--- config.mk ---
export PLATFORM = sky130hd
export DESIGN_NAME = reorder_buf
export DESIGN_NICKNAME = d
export VERILOG_FILES = /design/src/rtl/rob_pkg.sv /design/src/rtl/rob_ptrs.sv /design/src/rtl/rob_entries.sv /design/src/rtl/rob_regstat.sv /design/src/rtl/reorder_buf.sv
export SDC_FILE = /design/constraint.sdc
export NUM_CORES = 2
export LEC_CHECK = 0
export BUFFER_PORTS_ARGS = -buffer_cell sky130_fd_sc_hd__buf_2
export CAP_MARGIN = 5
export CORE_ASPECT_RATIO = 2
export CORE_MARGIN = 2
export CORE_UTILIZATION = 25
export CTS_CLUSTER_SIZE = 16
export DETAILED_ROUTE_END_ITERATION = 6
export GPL_ROUTABILITY_DRIVEN = 0
export PLACE_DENSITY = 0.44
export SLEW_MARGIN = 20
export SYNTH_ARGS = -nofsm -noshare
export SYNTH_HDL_FRONTEND = slang
export SYNTH_SLANG_ARGS = --single-unit
export TNS_END_PERCENT = 10
--- constraint.sdc ---
create_clock -name clk_i -period 5.7 [get_ports clk_i]
set_input_delay 1.71 -clock clk_i [delete_from_list [all_inputs] [get_ports clk_i]]
set_output_delay 1.71 -clock clk_i [all_outputs]
set_load 0.02 [all_outputs]
--- src/rtl/rob_pkg.sv ---
`timescale 1ns/1ps
package rob_pkg;
  typedef enum logic [1:0] {
    K_ALU    = 2'd0,
    K_STORE  = 2'd1,
    K_BRANCH = 2'd2,
    K_BRX    = 2'd3
  } kind_e;

  function automatic logic is_branch(input logic [1:0] k);
    return k[1];
  endfunction
endpackage

--- src/rtl/rob_ptrs.sv ---
`timescale 1ns/1ps
module rob_ptrs #(
  parameter int DEPTH = 8,
  localparam int TAG_W = $clog2(DEPTH),
  localparam int CNT_W = TAG_W + 1
) (
  input  logic             clk_i,
  input  logic             rst_ni,
  input  logic             push_i,
  input  logic             pop_i,
  input  logic             flush_i,
  output logic [TAG_W-1:0] head_o,
  output logic [TAG_W-1:0] tail_o,
  output logic [CNT_W-1:0] cnt_o,
  output logic             full_o
);
  logic [TAG_W-1:0] head_q, tail_q;
  logic [CNT_W-1:0] cnt_q;

  always_ff @(posedge clk_i or negedge rst_ni) begin
    if (!rst_ni) begin
      head_q <= '0;
      tail_q <= '0;
      cnt_q  <= '0;
    end else if (flush_i) begin
      // flush always coincides with retiring the branch at head
      head_q <= head_q + TAG_W'(1);
      tail_q <= head_q + TAG_W'(1);
      cnt_q  <= '0;
    end else begin
      if (pop_i)  head_q <= head_q + TAG_W'(1);
      if (push_i) tail_q <= tail_q + TAG_W'(1);
      cnt_q <= cnt_q + CNT_W'(push_i) - CNT_W'(pop_i);
    end
  end

  assign head_o = head_q;
  assign tail_o = tail_q;
  assign cnt_o  = cnt_q;
  assign full_o = (cnt_q == CNT_W'(DEPTH));
endmodule

--- src/rtl/rob_entries.sv ---
`timescale 1ns/1ps
module rob_entries #(
  parameter int DEPTH  = 8,
  parameter int DATA_W = 32,
  parameter int ADDR_W = 32,
  parameter int REG_W  = 4,
  localparam int TAG_W = $clog2(DEPTH)
) (
  input  logic              clk_i,
  input  logic              rst_ni,
  input  logic              alloc_i,
  input  logic [TAG_W-1:0]  alloc_idx_i,
  input  logic [1:0]        alloc_kind_i,
  input  logic [REG_W-1:0]  alloc_dst_i,
  input  logic              cdb_valid_i,
  input  logic [TAG_W-1:0]  cdb_tag_i,
  input  logic [DATA_W-1:0] cdb_val_i,
  input  logic              cdb_mispred_i,
  input  logic              agen_valid_i,
  input  logic [TAG_W-1:0]  agen_tag_i,
  input  logic [ADDR_W-1:0] agen_addr_i,
  input  logic              retire_i,
  input  logic [TAG_W-1:0]  retire_idx_i,
  input  logic              flush_i,
  output logic              vld_o   [DEPTH],
  output logic [1:0]        kind_o  [DEPTH],
  output logic [REG_W-1:0]  dst_o   [DEPTH],
  output logic [DATA_W-1:0] val_o   [DEPTH],
  output logic              done_o  [DEPTH],
  output logic [ADDR_W-1:0] addr_o  [DEPTH],
  output logic              adone_o [DEPTH],
  output logic              mis_o   [DEPTH]
);
  for (genvar e = 0; e < DEPTH; e++) begin : g_ent
    logic hit_alloc, hit_cdb, hit_agen, hit_ret;
    assign hit_alloc = alloc_i && (alloc_idx_i == TAG_W'(e));
    assign hit_cdb   = cdb_valid_i && (cdb_tag_i == TAG_W'(e)) && vld_o[e] && !done_o[e];
    assign hit_agen  = agen_valid_i && (agen_tag_i == TAG_W'(e)) && vld_o[e] && !adone_o[e];
    assign hit_ret   = retire_i && (retire_idx_i == TAG_W'(e));

    always_ff @(posedge clk_i or negedge rst_ni) begin
      if (!rst_ni) begin
        vld_o[e]   <= 1'b0;
        kind_o[e]  <= '0;
        dst_o[e]   <= '0;
        val_o[e]   <= '0;
        done_o[e]  <= 1'b0;
        addr_o[e]  <= '0;
        adone_o[e] <= 1'b0;
        mis_o[e]   <= 1'b0;
      end else if (flush_i) begin
        vld_o[e]   <= 1'b0;
        done_o[e]  <= 1'b0;
        adone_o[e] <= 1'b0;
        mis_o[e]   <= 1'b0;
      end else begin
        if (hit_ret) vld_o[e] <= 1'b0;
        if (hit_cdb) begin
          val_o[e]  <= cdb_val_i;
          mis_o[e]  <= cdb_mispred_i;
          done_o[e] <= 1'b1;
        end
        if (hit_agen) begin
          addr_o[e]  <= agen_addr_i;
          adone_o[e] <= 1'b1;
        end
        if (hit_alloc) begin
          vld_o[e]   <= 1'b1;
          kind_o[e]  <= alloc_kind_i;
          dst_o[e]   <= alloc_dst_i;
          done_o[e]  <= 1'b0;
          adone_o[e] <= 1'b0;
          mis_o[e]   <= 1'b0;
        end
      end
    end
  end
endmodule

--- src/rtl/rob_regstat.sv ---
`timescale 1ns/1ps
module rob_regstat #(
  parameter int NREG   = 16,
  parameter int DATA_W = 32,
  parameter int TAG_W  = 3,
  localparam int REG_W = $clog2(NREG)
) (
  input  logic              clk_i,
  input  logic              rst_ni,
  input  logic              ren_i,
  input  logic [REG_W-1:0]  ren_reg_i,
  input  logic [TAG_W-1:0]  ren_tag_i,
  input  logic              wb_i,
  input  logic [REG_W-1:0]  wb_reg_i,
  input  logic [TAG_W-1:0]  wb_tag_i,
  input  logic [DATA_W-1:0] wb_val_i,
  input  logic              flush_i,
  output logic [DATA_W-1:0] rf_o   [NREG],
  output logic              busy_o [NREG],
  output logic [TAG_W-1:0]  tag_o  [NREG]
);
  for (genvar r = 0; r < NREG; r++) begin : g_reg
    logic hit_ren, hit_wb;
    assign hit_ren = ren_i && (ren_reg_i == REG_W'(r));
    assign hit_wb  = wb_i && (wb_reg_i == REG_W'(r));

    always_ff @(posedge clk_i or negedge rst_ni) begin
      if (!rst_ni) begin
        rf_o[r]   <= '0;
        busy_o[r] <= 1'b0;
        tag_o[r]  <= '0;
      end else begin
        if (hit_wb) rf_o[r] <= wb_val_i;
        if (flush_i) begin
          busy_o[r] <= 1'b0;
        end else if (hit_ren) begin
          busy_o[r] <= 1'b1;
          tag_o[r]  <= ren_tag_i;
        end else if (hit_wb && tag_o[r] == wb_tag_i) begin
          busy_o[r] <= 1'b0;
        end
      end
    end
  end
endmodule

--- src/rtl/reorder_buf.sv ---
`timescale 1ns/1ps
module reorder_buf
  import rob_pkg::*;
#(
  parameter int DEPTH  = 8,
  parameter int NREG   = 16,
  parameter int DATA_W = 32,
  parameter int ADDR_W = 32,
  localparam int TAG_W = $clog2(DEPTH),
  localparam int REG_W = $clog2(NREG),
  localparam int CNT_W = TAG_W + 1
) (
  input  logic              clk_i,
  input  logic              rst_ni,
  input  logic              issue_valid_i,
  input  logic [1:0]        issue_kind_i,
  input  logic [REG_W-1:0]  issue_dst_i,
  output logic              issue_ready_o,
  output logic [TAG_W-1:0]  issue_tag_o,
  input  logic [REG_W-1:0]  look_reg_i,
  output logic              look_ready_o,
  output logic [DATA_W-1:0] look_val_o,
  output logic [TAG_W-1:0]  look_tag_o,
  input  logic              cdb_valid_i,
  input  logic [TAG_W-1:0]  cdb_tag_i,
  input  logic [DATA_W-1:0] cdb_val_i,
  input  logic              cdb_mispred_i,
  input  logic              agen_valid_i,
  input  logic [TAG_W-1:0]  agen_tag_i,
  input  logic [ADDR_W-1:0] agen_addr_i,
  output logic              wb_en_o,
  output logic [REG_W-1:0]  wb_reg_o,
  output logic [DATA_W-1:0] wb_val_o,
  output logic              st_en_o,
  output logic [ADDR_W-1:0] st_addr_o,
  output logic [DATA_W-1:0] st_data_o,
  output logic              flush_o,
  output logic [DATA_W-1:0] redirect_pc_o
);
  logic [TAG_W-1:0] head, tail;
  logic [CNT_W-1:0] cnt;
  logic             full, commit, issue_fire;

  logic              e_vld   [DEPTH];
  logic [1:0]        e_kind  [DEPTH];
  logic [REG_W-1:0]  e_dst   [DEPTH];
  logic [DATA_W-1:0] e_val   [DEPTH];
  logic              e_done  [DEPTH];
  logic [ADDR_W-1:0] e_addr  [DEPTH];
  logic              e_adone [DEPTH];
  logic              e_mis   [DEPTH];

  logic [DATA_W-1:0] rf   [NREG];
  logic              busy [NREG];
  logic [TAG_W-1:0]  rtag [NREG];

  // head completion
  logic [1:0] h_kind;
  logic       h_ok;
  assign h_kind  = e_kind[head];
  assign h_ok    = e_vld[head] && e_done[head] &&
                   ((h_kind != K_STORE) || e_adone[head]);
  assign commit  = h_ok;
  assign wb_en_o = commit && (h_kind == K_ALU);
  assign st_en_o = commit && (h_kind == K_STORE);
  assign flush_o = commit && is_branch(h_kind) && e_mis[head];

  assign wb_reg_o      = e_dst[head];
  assign wb_val_o      = e_val[head];
  assign st_addr_o     = e_addr[head];
  assign st_data_o     = e_val[head];
  assign redirect_pc_o = e_val[head];

  assign issue_ready_o = !full;
  assign issue_tag_o   = tail;
  assign issue_fire    = issue_valid_i && !full && !flush_o;

  rob_ptrs #(.DEPTH(DEPTH)) u_ptrs (
    .clk_i   (clk_i),
    .rst_ni  (rst_ni),
    .push_i  (issue_fire),
    .pop_i   (commit),
    .flush_i (flush_o),
    .head_o  (head),
    .tail_o  (tail),
    .cnt_o   (cnt),
    .full_o  (full)
  );

  rob_entries #(
    .DEPTH(DEPTH), .DATA_W(DATA_W), .ADDR_W(ADDR_W), .REG_W(REG_W)
  ) u_ents (
    .clk_i         (clk_i),
    .rst_ni        (rst_ni),
    .alloc_i       (issue_fire),
    .alloc_idx_i   (tail),
    .alloc_kind_i  (issue_kind_i),
    .alloc_dst_i   (issue_dst_i),
    .cdb_valid_i   (cdb_valid_i),
    .cdb_tag_i     (cdb_tag_i),
    .cdb_val_i     (cdb_val_i),
    .cdb_mispred_i (cdb_mispred_i),
    .agen_valid_i  (agen_valid_i),
    .agen_tag_i    (agen_tag_i),
    .agen_addr_i   (agen_addr_i),
    .retire_i      (commit),
    .retire_idx_i  (head),
    .flush_i       (flush_o),
    .vld_o         (e_vld),
    .kind_o        (e_kind),
    .dst_o         (e_dst),
    .val_o         (e_val),
    .done_o        (e_done),
    .addr_o        (e_addr),
    .adone_o       (e_adone),
    .mis_o         (e_mis)
  );

  rob_regstat #(.NREG(NREG), .DATA_W(DATA_W), .TAG_W(TAG_W)) u_rstat (
    .clk_i     (clk_i),
    .rst_ni    (rst_ni),
    .ren_i     (issue_fire && (issue_kind_i == K_ALU)),
    .ren_reg_i (issue_dst_i),
    .ren_tag_i (tail),
    .wb_i      (wb_en_o),
    .wb_reg_i  (e_dst[head]),
    .wb_tag_i  (head),
    .wb_val_i  (e_val[head]),
    .flush_i   (flush_o),
    .rf_o      (rf),
    .busy_o    (busy),
    .tag_o     (rtag)
  );

  // operand lookup with same-cycle bus bypass
  logic [TAG_W-1:0] l_tag;
  assign l_tag      = rtag[look_reg_i];
  assign look_tag_o = l_tag;
  always_comb begin
    look_ready_o = 1'b1;
    look_val_o   = rf[look_reg_i];
    if (busy[look_reg_i]) begin
      if (e_done[l_tag]) begin
        look_val_o = e_val[l_tag];
      end else if (cdb_valid_i && cdb_tag_i == l_tag) begin
        look_val_o = cdb_val_i;
      end else begin
        look_ready_o = 1'b0;
        look_val_o   = '0;
      end
    end
  end
endmodule

# [Yosys cells after proc, flatten, opt, wreduce, memory -nomap -nowiden]
# Index checks and enable logic that the tools add are counted.
[word_totals] ff_bits=1178 in_bits=86 out_inout_bits=175 wordCells=629
[classes] addsub=4 magnitude_cmp=3 eq_ne=78 mux=194 n_bitwise=4 n_reduce_logical=231
[ops] operator="2-to-1 mux 32 bit" count=11
[ops] operator="binary-select mux 32 bit (select 3 bit)" count=3
[ops] operator="2-to-1 mux 1 bit" count=159
[ops] operator="binary-select mux 32 bit (select 4 bit)" count=1
[ops] operator="logical AND 1 bit" count=122
[ops] operator="nonzero test 3 bit" count=40
[ops] operator="AND reduction 2 bit" count=40
[ops] operator="equality test 4 bit, second input constant" count=17
[ops] operator="equality test 3 bit" count=17
[ops] operator="equality test 3 bit, second input constant" count=16
[ops] operator="equality test 4 x 3 -> 1 bit, second input constant" count=8
[ops] operator="equality test 3 x 2 -> 1 bit, second input constant" count=8
[ops] operator="zero test 1 bit" count=18
[ops] operator="2-to-1 mux 3 bit" count=6
[ops] operator="equality test 4 x 2 -> 1 bit, second input constant" count=4
[ops] operator="binary-select mux 1 bit (select 3 bit)" count=5
[ops] operator="binary-select mux 3 bit (select 4 bit)" count=1
[ops] operator="binary-select mux 4 bit (select 3 bit)" count=1
[ops] operator="equality test 3 x 1 -> 1 bit, second input constant" count=4
[ops] operator="zero test 3 bit" count=4
[ops] operator="2-to-1 mux 4 bit" count=3
[ops] operator="equality test 4 x 1 -> 1 bit, second input constant" count=2
[ops] operator="greater-or-equal comparator 4 bit, second input constant" count=2
[ops] operator="zero test 4 bit" count=2
[ops] operator="15 further kinds" count=20

# [Logic depth before layout (Yosys ltp)]
[depth] word_depth=15 ltp_mapped=15 depth_no_buf=11

# [Modules after synthesis]
# Synthesis repeated with hierarchy kept, for this count alone.
[hier_totals] hier_cells=4009 hier_area_um2=58184.6
[by_module_without_submodules] module="rob_entries" instances=1 cells_each=1361 area_per_inst_um2=22801.9 seq_area_each_um2=14814.2
[by_module_without_submodules] module="rob_regstat" instances=1 cells_each=1416 area_per_inst_um2=22638.0 seq_area_each_um2=14413.8
[by_module_without_submodules] module="reorder_buf" instances=1 cells_each=1182 area_per_inst_um2=12180.4 seq_area_each_um2=0.0
[by_module_without_submodules] module="rob_ptrs" instances=1 cells_each=50 area_per_inst_um2=564.3 seq_area_each_um2=250.2

# [Least setup slack after synthesis]
# OpenSTA, ideal clock, no wires.
[synth_timing] kind="input port to output port" start="input look_reg_i[0]" end="output look_val_o[22]" arrival_ps=4294 required_ps=3990 setup_slack_ps=-304 cell_stages=9 path_buffers=4 cell_sequence="buf_6 > buf_2 > clkbuf_1 > buf_1 > mux4_2 > mux4_2 > nand2_1 > o41ai_2 > a21o_1"
[synth_between] elab_chain_cells=10 elab_cells_between_ends=22 cone_classes="eq/ne (1); mux (18); bitwise (2); reduce/logical (1)"
[synth_lines] item="from (decl)" line_no="reorder_buf.sv:20" rtl="input logic [REG_W-1:0] look_reg_i,"
[synth_lines] item="inverter 4 -> 5 bit (implied by the code) *" line_no="reorder_buf.sv:137, reorder_buf.sv:141, reorder_buf.sv:142"
[synth_lines] item="binary-select mux 3 bit (select 4 bit)" line_no="reorder_buf.sv:137" rtl="assign l_tag = rtag[look_reg_i];"
[synth_lines] item="2-to-1 mux 3 bit (implied by the code) (2 in series)" line_no="reorder_buf.sv:137"
[synth_lines] item="inverter 3 -> 4 bit (implied by the code)" line_no="reorder_buf.sv:143, reorder_buf.sv:144"
[synth_lines] item="binary-select mux 32 bit (select 3 bit) or binary-select mux 1 bit (select 3 bit) (tied branches)" line_no="reorder_buf.sv:144, reorder_buf.sv:143"
[synth_lines] item="2-to-1 mux 32 bit (implied by the code) or 2-to-1 mux 1 bit (tied branches) (2 in series)" line_no="reorder_buf.sv:144, reorder_buf.sv:143"
[synth_lines] item="2-to-1 mux 32 bit" line_no="reorder_buf.sv:143" rtl="if (e_done[l_tag]) begin"
[synth_lines] item="2-to-1 mux 32 bit *" line_no="reorder_buf.sv:142" rtl="if (busy[look_reg_i]) begin"
[synth_lines] item="to (decl)" line_no="reorder_buf.sv:22" rtl="output logic [DATA_W-1:0] look_val_o,"
# Every way passes the cells marked *; elsewhere a longest branch is shown, timed or not. The select of a mux whose other input is x is not followed.

# [Worst setup path after layout]
[layout_timing] start="input look_reg_i[0]" end="output look_val_o[9]"
# The elaborated chain is that of the path after synthesis.

==> reports/qor.csv <==
stage,metric,value,unit
status,outcome,"complete, but fails checks",
status,violations,"DRC, setup timing",
cts,cts.hold.buffers_added,0,
layout,multi_input_area,25370,um2
cts,clk_path_buf_depth,3,
worst_setup_path,crit_type,input port to output port,
synthesis,syn_area,56300,um2
sta,hold_viol_final,0,
power_and_ir_drop,clockPowerShare,19.5,%
power_and_ir_drop,p_int,25160,uW
sta,fin_ws,-557.5,ps
layout,final_area,67310,um2
floorplanning,die_area,229200,um2
cts,clock_latency,740,ps
placement,io_buffers,260,
floorplanning,core,224100,um2
power_and_ir_drop,vdd_drop_max,0.3686,mV
floorplanning,fp.dieH,675.1,um
worst_setup_path,critPathMaxFanout,10,
synthesis,ys_seq_area_share,52.36,%
worst_setup_path,critPathCapture,look_val_o[9],
sta,rsz0062_at_grt,true,
placement,dp_hpwl,122200,um
sta,max-slew-margin-rel,35.69,%
detailed_routing,wl_per_cell,23.60,um
global_routing,antenna_found_initial,19,
detailed_routing,vias,36726,
layout,nets,4813,
synthesis,syn_area_per_cell,12.55,um2
placement,post-place-ws,-956.9,ps
detailed_routing,drt.antenna.violating_nets,0,
worst_setup_path,reg2reg_depth,9,
global_routing,grt_pass1_wl,274900,um
detailed_routing,drtPass1Iterations,7,
sta,setup_viol,33,
layout,regArea,29490,um2
min_path,holdPathStages,1,
worst_setup_path,cp.required,3990,ps
placement,dpl_cell_area,62500,um2
sta,layout_min_cycle_time,6258,ps
sta,fmax,0.1598,GHz
power_and_ir_drop,power_frac_comb,45.4,%
sta,fin_skew,22.21,ps
synthesis,synthCells,4485,
synthesis,synth_seq_cells,1178,
cts,htree_levels,3,
detailed_routing,remaining_drc_errors,8,
layout,area_growth,19.55,%
cts,cts.sinks,1178,
floorplanning,ios,261,
detailed_routing,routed_wl,183700,um
global_routing,grt_usage,16.04,%
power_and_ir_drop,leakagePower,0.02929,uW
global_routing,overflow,0,
synthesis,synth_flop_cell,dfrtp_1,
worst_setup_path,rrSetupSlack,1320,ps
floorplanning,rows,246,
detailed_routing,drt_iter0_markers,1833,
cts,numCtsBuffers,112,
layout,drive_above_1_share,33.83,%
power_and_ir_drop,netSwitchingPower,16320,uW
worst_setup_path,crit_start,look_reg_i[0],
min_path,hold_class,register to register,
synthesis,synth_edf_count,0,
cts,cts_tree,yes,
layout,fill_cells,22945,
power_and_ir_drop,p_seq_share,35.1,%
power_and_ir_drop,p_per_area,616.3,nW/um2
floorplanning,chipWidth,339.6,um
sta,period_share,109.8,%
sta,worst_slew_pin_slew,964.6,ps
floorplanning,start_util,25.13,%
cts,clk_pin_slew,70,ps
power_and_ir_drop,switching_share,39.35,%
cts,cts-root-buf,clkbuf_16,
synthesis,synth_nets,4589,
global_routing,grt_pass1_vias,40082,
global_routing,grt_max_degree,152,
synthesis,yosysUniqueCellTypes,59,
worst_setup_path,crit_path_start_kind,input port,
worst_setup_path,cp-end-kind,output port,
sta,maxSlewViolCount,0,
worst_setup_path,crit_arrival,4550,ps
detailed_routing,via_per_inst,4.718,
worst_setup_path,r2r-start,u_ptrs.head_o[1],
worst_setup_path,timing.rr.end,u_rstat.rf_o[506],
synthesis,ys_warn_count,0,
synthesis,synthArstFlopShare,100.0,%
flow_run,drv_cap,0,
-- cell usage in the layout, fill, tap and decap left out, drive strengths merged, types with 6 or more instances in the layout --
cell type,count
dfrtp,1178
mux2,613
nor2,563
a21oi,529
buf,528
mux4,321
nand2,312
clkbuf,169
mux2i,102
a32o,64
inv,63
xnor2,54
a21o,33
o41ai,32
nand4,27
nor3,24
clkinv,23
a31o,22
nand3,21
ha,17
bufinv,11
o21ai,11
and2,10
nor2b,10
and3,8
clkinvlp,6
-- through the flow --
step	hold slack, ps	setup TNS (ps)	utilization (%)	instances	power, uW
detailed placement	468.6	-28870	27.89	7547	33250
global route	489.1	-19530	30.03	7781	44180
floorplan	452.4	-2927	-	4485	26660
CTS	484.2	-17230	30.00	7779	42130
global placement	462.1	-26810	27.89	7547	32910
finish	478.7	-15970	30.04	7785	41480
-- power by group through the flow --
stage	combinational (uW)	sequential, uW	clock [uW]
after floorplan	13000	13700	0
final	18800	14600	8100
after global routing	20500	15000	8680
after CTS	19200	14600	8390
after global placement	18300	14600	0
after detailed placement	18500	14700	0
-- state kept, by name, summed over array words and instances (netlist names), 16 cells and up --
| signal | cells |
|---|---|
| u_rstat.rf_o | 512 |
| u_ents.dst_o | 32 |
| u_rstat.busy_o | 16 |
| u_rstat.tag_o | 48 |
| u_ents.kind_o | 16 |
| u_ents.addr_o | 256 |
| u_ents.val_o | 256 |
-- cell type report --
| class | count | share of cell area, % |
|---|---|---|
| inverter | 61 | 0.3681 |
| multi-input combinational | 2823 | 37.70 |
| clock buffer | 167 | 4.978 |
| clock inverter | 42 | 0.8700 |
| sequential | 1178 | 43.81 |
| antenna | 5 | 0.01859 |
| tap | 2976 | 5.532 |
| timing repair buffer | 533 | 6.720 |
-- logic make-up after synthesis --
| logic type | count (synthesis) | share of synthesized area, % |
|---|---|---|
| DFF | 1178 | 52.36 |
| muxes | 1036 | 26.92 |
| and+or+nand+nor | 993 | 7.278 |
| AOI/OAI and AO/OA | 721 | 8.083 |
| buffers and inverters | 484 | 4.094 |
| xor gates and xnor gates | 55 | 0.8556 |
| adders and majority gates | 18 | 0.4134 |
-- cells in the mapped netlist (5+ instances only) --
cell type / number / share of area (%)
nand2_1: 312 / 2.1
a31o_2: 6 / 0.093
ha_1: 17 / 0.38
nor3_2: 11 / 0.20
nor2b_1: 10 / 0.11
mux2_1: 193 / 3.9
xnor2_1: 54 / 0.84
buf_4: 74 / 0.99
buf_1: 42 / 0.28
inv_1: 57 / 0.38
nand3_1: 20 / 0.18
mux4_2: 321 / 13
dfrtp_1: 1178 / 52
a31o_1: 16 / 0.25
and2_1: 10 / 0.11
buf_2: 150 / 1.3
nor3_1: 13 / 0.12
o41ai_2: 30 / 0.87
a21oi_1: 529 / 4.7
nor2_1: 562 / 3.7
nand4_1: 27 / 0.30
clkbuf_1: 154 / 1.0
o221ai_1: 5 / 0.078
mux2_2: 420 / 8.4
and3_1: 8 / 0.089
o21ai_0: 9 / 0.080
a21o_1: 33 / 0.44
mux2i_1: 102 / 1.8
a32o_1: 64 / 1.1
-- critical path, stage by stage --
cell and delay [ps]:
buf_12 100, mux4_2 500, mux4_2 520, buf_6 150
and2_4 170, o211ai_4 110, o2111ai_4 150, buf_12 190
buf_12 140, buf_12 150, o41ai_4 240, buf_4 170
a21o_4 70, buf_2 150
-- per-layer routing --
layer	track usage, %	part of all wire (%)	up-vias
li1	-	-	16511
met1	18.22	39	19140
met2	29.95	53	733
met3	2.357	3.8	326
met4	6.236	4.0	16
met5	0	0.048	-
-- timing repair --
action                                  CTS  global route
buffers inserted                         20             0
gates cloned                              4             1
resized for setup                        81            14
endpoints found under the setup margin   33            33
pin swaps                                 8             2
endpoints found under the hold margin     0             0
-- how the worst min path moves through the flow --
stage	startpoint	end	slack, ps
after floorplan	u_ents.addr_o[33]	u_ents.addr_o[33]	450
after global placement	u_ents.addr_o[249]	u_ents.addr_o[249]	460
after detailed placement	u_ents.addr_o[46]	u_ents.addr_o[46]	470
after CTS	u_ents.addr_o[46]	u_ents.addr_o[46]	480
after global routing	u_ents.addr_o[62]	u_ents.addr_o[62]	490
final	u_ents.addr_o[46]	u_ents.addr_o[46]	480
Note: power is estimated with default switching activity, not from simulation.
